**config.mk**
```make
export PLATFORM = sky130hd
export DESIGN_NAME = msix_vector_unit
export DESIGN_NICKNAME = d
export VERILOG_FILES = /design/src/rtl/msix_pkg.sv /design/src/rtl/msix_vec_table.sv /design/src/rtl/msix_vec_ctrl.sv /design/src/rtl/msix_vector_unit.sv
export SDC_FILE = /design/constraint.sdc
export NUM_CORES = 2
export LEC_CHECK = 0
export BUFFER_PORTS_ARGS = -buffer_cell sky130_fd_sc_hd__buf_2
export CORE_UTILIZATION = 57
export DETAILED_ROUTE_END_ITERATION = 10
export GPL_TIMING_DRIVEN = 1
export PLACE_DENSITY = 0.73
export SYNTH_ARGS = -nofsm -noshare
export SYNTH_HDL_FRONTEND = slang
export SYNTH_SLANG_ARGS = --single-unit
export TNS_END_PERCENT = 10
```
**constraint.sdc**
```tcl
create_clock -name clk -period 5.2 [get_ports clk]
set_input_delay 1.04 -clock clk [delete_from_list [all_inputs] [get_ports clk]]
set_output_delay 1.04 -clock clk [all_outputs]
set_load 0.02 [all_outputs]
```
**src/rtl/msix_pkg.sv**
```systemverilog
package msix_pkg;
  localparam int MAX_VW = 11;

  typedef struct packed {
    logic              tblWr;
    logic              launch;
    logic [MAX_VW-1:0] launchVec;
  } msix_strobe_t;
endpackage

```
**src/rtl/msix_vec_table.sv**
```systemverilog
module msix_vec_table
  import msix_pkg::*;
#(
  parameter int NUM_VEC = 12,
  parameter int VW = 4,
  parameter int AW = 6
) (
  input  logic               clk,
  input  logic               rstN,
  input  msix_strobe_t       strobe,
  input  logic               regSel,
  input  logic [AW-1:0]      regAddr,
  input  logic [31:0]        regWdata,
  input  logic [NUM_VEC-1:0] pendBits,
  output logic [NUM_VEC-1:0] vecMask,
  output logic [31:0]        regRdata,
  output logic [63:0]        msgAddr,
  output logic [31:0]        msgData,
  output logic [VW-1:0]      msgVec
);
  logic [31:0] addrLo [NUM_VEC];
  logic [31:0] addrHi [NUM_VEC];
  logic [31:0] dataW  [NUM_VEC];
  logic [VW-1:0] rowIdx;
  logic [VW-1:0] outIdx;

  assign rowIdx = regAddr[AW-1:2];
  assign outIdx = strobe.launchVec[VW-1:0];

  for (genvar v = 0; v < NUM_VEC; v++) begin : g_entry
    always_ff @(posedge clk) begin
      if (!rstN) begin
        addrLo[v]  <= '0;
        addrHi[v]  <= '0;
        dataW[v]   <= '0;
        vecMask[v] <= 1'b1;
      end else if (strobe.tblWr && rowIdx == VW'(v)) begin
        case (regAddr[1:0])
          2'd0: addrLo[v] <= regWdata;
          2'd1: addrHi[v] <= regWdata;
          2'd2: dataW[v]  <= regWdata;
          default: vecMask[v] <= regWdata[0];
        endcase
      end
    end
  end

  always_comb begin
    int unsigned idx;
    regRdata = '0;
    if (regSel) begin
      for (int b = 0; b < 32; b++) begin
        idx = int'(regAddr) * 32 + b;
        if (idx < NUM_VEC) regRdata[b] = pendBits[idx];
      end
    end else if (int'(rowIdx) < NUM_VEC) begin
      case (regAddr[1:0])
        2'd0: regRdata = addrLo[rowIdx];
        2'd1: regRdata = addrHi[rowIdx];
        2'd2: regRdata = dataW[rowIdx];
        default: regRdata = {31'b0, vecMask[rowIdx]};
      endcase
    end
  end

  always_ff @(posedge clk) begin
    if (!rstN) begin
      msgAddr <= '0;
      msgData <= '0;
      msgVec  <= '0;
    end else if (strobe.launch) begin
      msgAddr <= {addrHi[outIdx], addrLo[outIdx]};
      msgData <= dataW[outIdx];
      msgVec  <= outIdx;
    end
  end

  AST_LAUNCH_IN_RANGE: assert property (@(posedge clk) disable iff (!rstN)
    strobe.launch |-> (int'(strobe.launchVec) < NUM_VEC));
endmodule

```
**src/rtl/msix_vec_ctrl.sv**
```systemverilog
module msix_vec_ctrl
  import msix_pkg::*;
#(
  parameter int NUM_VEC = 12,
  parameter int VW = 4,
  parameter int IW = 5
) (
  input  logic               clk,
  input  logic               rstN,
  input  logic               ctlWrEn,
  input  logic               ctlEnableIn,
  input  logic               ctlMaskAllIn,
  input  logic               useWrEn,
  input  logic               useSet,
  input  logic [IW-1:0]      useVec,
  input  logic               reqValid,
  input  logic [IW-1:0]      reqVec,
  input  logic               regWrEn,
  input  logic               regSel,
  input  logic [VW-1:0]      regRow,
  input  logic               msgReady,
  input  logic [NUM_VEC-1:0] vecMask,
  output msix_strobe_t       strobe,
  output logic [NUM_VEC-1:0] pendBits,
  output logic               msgValid
);
  logic enable, maskAll, funcMasked;
  logic [NUM_VEC-1:0] useBits, queued, effMask, hitVec, unuseVec, sentVec;
  logic [NUM_VEC-1:0] launchable, carry;
  logic [MAX_VW-1:0] pickIdx;
  logic anyLaunchable, launch;

  assign funcMasked    = !enable || maskAll;
  assign effMask       = vecMask | {NUM_VEC{funcMasked}};
  assign launchable    = queued & ~effMask;
  assign anyLaunchable = |launchable;
  assign launch        = anyLaunchable && (!msgValid || msgReady);

  always_comb begin
    pickIdx = '0;
    for (int i = NUM_VEC - 1; i >= 0; i--)
      if (launchable[i]) pickIdx = MAX_VW'(i);
  end

  for (genvar v = 0; v < NUM_VEC; v++) begin : g_vec
    assign hitVec[v]   = reqValid && reqVec == IW'(v) && useBits[v];
    assign unuseVec[v] = useWrEn && !useSet && useVec == IW'(v);
    assign sentVec[v]  = launch && pickIdx == MAX_VW'(v);
    assign carry[v]    = pendBits[v] || hitVec[v] || (queued[v] && !sentVec[v]);
  end

  always_ff @(posedge clk) begin
    if (!rstN) begin
      enable   <= 1'b0;
      maskAll  <= 1'b0;
      useBits  <= '0;
      pendBits <= '0;
      queued   <= '0;
      msgValid <= 1'b0;
    end else begin
      if (ctlWrEn) begin
        enable  <= ctlEnableIn;
        maskAll <= ctlMaskAllIn;
      end
      for (int v = 0; v < NUM_VEC; v++)
        if (useWrEn && useVec == IW'(v)) useBits[v] <= useSet;
      pendBits <= effMask & carry & ~unuseVec;
      queued   <= ~effMask & carry & ~unuseVec;
      if (launch) msgValid <= 1'b1;
      else if (msgReady) msgValid <= 1'b0;
    end
  end

  assign strobe.tblWr     = regWrEn && !regSel && int'(regRow) < NUM_VEC;
  assign strobe.launch    = launch;
  assign strobe.launchVec = pickIdx;

  AST_PEND_ONLY_USED: assert property (@(posedge clk) disable iff (!rstN)
    (pendBits & ~useBits) == '0);
  AST_PEND_QUEUE_DISJOINT: assert property (@(posedge clk) disable iff (!rstN)
    (pendBits & queued) == '0);
  AST_LAUNCH_SHOWS: assert property (@(posedge clk) disable iff (!rstN)
    launch |=> msgValid);
  AST_NO_LAUNCH_MASKED_FN: assert property (@(posedge clk) disable iff (!rstN)
    funcMasked |-> !launch);
endmodule

```
**src/rtl/msix_vector_unit.sv**
```systemverilog
module msix_vector_unit
  import msix_pkg::*;
#(
  parameter int NUM_VEC = 12,
  localparam int VW = (NUM_VEC > 1) ? $clog2(NUM_VEC) : 1,
  localparam int IW = VW + 1,
  localparam int AW = VW + 2
) (
  input  logic          clk,
  input  logic          rstN,
  input  logic          regWrEn,
  input  logic          regSel,
  input  logic [AW-1:0] regAddr,
  input  logic [31:0]   regWdata,
  output logic [31:0]   regRdata,
  input  logic          ctlWrEn,
  input  logic          ctlEnableIn,
  input  logic          ctlMaskAllIn,
  input  logic          useWrEn,
  input  logic          useSet,
  input  logic [IW-1:0] useVec,
  input  logic          reqValid,
  input  logic [IW-1:0] reqVec,
  output logic          msgValid,
  input  logic          msgReady,
  output logic [63:0]   msgAddr,
  output logic [31:0]   msgData,
  output logic [VW-1:0] msgVec
);
  msix_strobe_t       strobe;
  logic [NUM_VEC-1:0] pendBits, vecMask;

  msix_vec_ctrl #(.NUM_VEC(NUM_VEC), .VW(VW), .IW(IW)) u_ctrl (
    .clk(clk), .rstN(rstN), .ctlWrEn(ctlWrEn), .ctlEnableIn(ctlEnableIn),
    .ctlMaskAllIn(ctlMaskAllIn), .useWrEn(useWrEn), .useSet(useSet),
    .useVec(useVec), .reqValid(reqValid), .reqVec(reqVec),
    .regWrEn(regWrEn), .regSel(regSel), .regRow(regAddr[AW-1:2]),
    .msgReady(msgReady), .vecMask(vecMask), .strobe(strobe),
    .pendBits(pendBits), .msgValid(msgValid)
  );

  msix_vec_table #(.NUM_VEC(NUM_VEC), .VW(VW), .AW(AW)) u_table (
    .clk(clk), .rstN(rstN), .strobe(strobe), .regSel(regSel),
    .regAddr(regAddr), .regWdata(regWdata), .pendBits(pendBits),
    .vecMask(vecMask), .regRdata(regRdata), .msgAddr(msgAddr),
    .msgData(msgData), .msgVec(msgVec)
  );

  AST_MSG_HOLD: assert property (@(posedge clk) disable iff (!rstN)
    msgValid && !msgReady |=> msgValid && $stable(msgAddr) && $stable(msgData)
      && $stable(msgVec));
endmodule

```
==> results.md <==
- Net Sw Frac: 24.2%
- Vias per cell: 7.22
- Max frequency: 206 MHz
- Reg area: 37600 µm²
- Syn Nets: 5956
- Final Cycle Share: 93.4%
- PwrDens: 320 nW/µm²
- Initial antenna violation count: 31
- VDD IR max: 0.325 mV
- Worst-Skew Late Latency: 0.78 ns
- Die area: 120000 µm²
- Post-synthesis sequential area ratio: 55.6%
- Setup TNS: 0 ns
- Internal power: 18.5 mW
- Via count: 54700
- Overflow after GRT: 0
- Final nets: 5970
- Global-route wire length before repair: 364 mm
- Wire per inst: 34.0 µm
- Syn Std Cell Area: 67700 µm²
- Slew HR: 17.2%
- CTS Root Cell: clkbuf_16
- Initial drt markers: 10200
- CP Capture Type: output port
- Final Core Density: 64.6%
- Num Clock Sinks: 1303
- Mapped Cells: 5897
- Async SR Flop Fraction: 0%
- H-tree levels: 4
- DR pass1 iterations: 10
- Layout area overhead: 12.6%
- CTS Buffer Depth: 3
- Post-synth EDFFs: 1152
- TritonCTS Buffers: 141
- Layout cell share with drive strength beyond 1: 17.8%
- Largest net degree at the start of global routing: 112
- Reg2Reg Setup Slack: 0.71 ns
- Flops & latches, synth: 1303
- Synth cell types: 64
- DRT antenna net count: 0
- I/O pins: 192
- Net Sw Power: 5.90 mW
- Total track usage: 42.2%
- Drt drc: 0
- Worst slew pin tran: 1.24 ns
- Worst EP arrival: 3.82 ns
- Cts repair resizes: 0
- Max-Cap Viols: 0
- Final hold vios: 0
- Power share of the clock group: 42.1%
- Port Buffers: 191
- Combinational power share: 8.2%
- Max-slew violations: 0
- Die H: 347 µm
- FILL cells: 8713
- Worst Setup Path Type: in2out
- Status: finished clean
- P_leak: 27.4 nW
- Initial core utilization: 57.4%
- Vias in the first global route: 52400
- Yosys Warn Count: 0
- Worst EP required: 4.16 ns
- RSZ-0062 raised after global routing: false
- Post-CTS setup repair buffer count: 0
- Final min period: 4.86 ns
- Area of the multi-input gates: 28300 µm²
- Hold_buf cts: 0
- Nature of the critical path startpoint: input pin
- Ys flop type: edfxtp_1
- Final setup fails: 0
- Flop pwr share: 49.7%
- Clk_skew: 0.0310 ns
- Drt total wl: 258 mm
- Site Rows: 126
- Hpwl dp: 151 mm
- Worst-path fanout max: 25
- Final GP Congestion: 0.977
- Hold crit path type: reg2reg
- Die Wd: 347 µm
- Core area: 118000 µm²
- Clk slew on worst S/H paths: 0.06 ns
- CTS tree: built
- Synthesized area per cell: 11.5 µm²
## worst max-delay path: stages
cell      delay (ns)
buf_4           0.25
inv_4           0.49
nand2_1         0.11
a311oi_1        0.74
a21oi_1         0.27
o22a_1          0.31
nor2_1          0.32
buf_2           0.24
## registers in the layout (all words and copies together) (netlist names), 32 cells and up
register         count
u_table.msgData     32
u_table.addrHi     384
u_table.dataW      384
u_table.msgAddr     64
u_table.addrLo     384
## per-stage QoR
step                area (µm²)  hold WS [ns]  power, mW  setup slack (ns)  std cells
floorplan                67700         0.436       13.4             0.129       5897
detailed placement       71500         0.455       14.2             0.543       7304
global route             76100         0.481       24.8             0.388       7566
CTS                      76100         0.464       24.3             0.530       7562
finish                   76200         0.462       24.4             0.344       7577
global placement         71500         0.452       14.2             0.559       7304
## worst paths after layout
kind | from | endpoint | depth (start not counted)
worst min-delay path | u_ctrl.useBits[0] | u_ctrl.useBits[0] | 2
worst max-delay path | regAddr[4] | regRdata[22] | 8
worst max register to register | u_table.vecMask[7] | u_table.msgAddr[13] | 11
worst min register to register | u_ctrl.useBits[0] | u_ctrl.useBits[0] | 2
## power groups by stage
stage / logic, mW / clock network, mW / registers [mW]
after floorplan: 1.13 / 0 / 12.3
after global placement: 1.88 / 0 / 12.3
after detailed placement: 1.90 / 0 / 12.3
after CTS: 1.91 / 10.2 / 12.1
after global routing: 2.02 / 10.6 / 12.2
final: 1.99 / 10.3 / 12.1
## cell usage in the layout, fill, tap and decap left out, types with 44 or more instances in the layout
cell	Yosys	routed
a211oi_1	44	44
a21oi_1	402	402
a221oi_1	53	53
a22oi_1	46	46
a31oi_1	125	124
and2_1	1154	1153
buf_12	0	50
buf_2	117	186
buf_4	9	213
clkbuf_16	0	143
dfxtp_1	151	151
edfxtp_1	1152	1152
mux2i_1	126	126
mux4_2	291	291
nand2_1	852	849
nand3_1	118	116
nor2_1	164	124
o211ai_1	62	62
o21ai_0	187	150
o22ai_1	82	82
## cell families after synthesis
| kind of cell | count (synthesis) | synth area share, % |
|---|---|---|
| multiplexers | 419 | 11.6 |
| buffers and inverters | 585 | 3.56 |
| AO/OA/AOI/OAI | 1170 | 10.8 |
| flip-flops | 1303 | 55.6 |
| AND/OR/NAND/NOR | 2420 | 18.4 |
## layer usage
layer | vias up | global-route usage, % | part of all wire [%]
li1 | 21700 | - | -
met1 | 26200 | 54.4 | 33
met2 | 5547 | 60.1 | 42
met3 | 1215 | 16.4 | 18
met4 | 42 | 26.0 | 7.1
met5 | - | 0 | 0.11
## layout make-up
cell class	instances	share of cell area [%]
tap	1536	2.52
timing repair buffer	452	4.69
sequential	1303	49.4
clock buffer	188	5.10
multi-input combinational	4009	37.2
clock inverter	70	1.02
antenna	15	0.0493
inverter	4	0.0296
## synthesized netlist by cell type, types with 23 or more instances
cell,number,share of area [%]
nand3_1,118,0.87
a31oi_1,125,1.2
a21oi_1,402,3.0
nor4_1,23,0.21
a221oi_1,53,0.69
mux2i_1,126,1.9
a222oi_1,31,0.46
buf_1,32,0.18
and2_1,1154,11
clkbuf_1,419,2.3
dfxtp_1,151,4.5
o211ai_1,62,0.69
o22ai_1,82,0.76
mux4_2,291,9.7
nand2_1,852,4.7
a22oi_1,46,0.51
nor2_1,164,0.91
o21ai_1,35,0.26
buf_2,117,0.87
a211oi_1,44,0.49
o21ai_0,187,1.4
edfxtp_1,1152,51
and3_1,38,0.35
No activity file was read; power rests on OpenSTA's default activity.
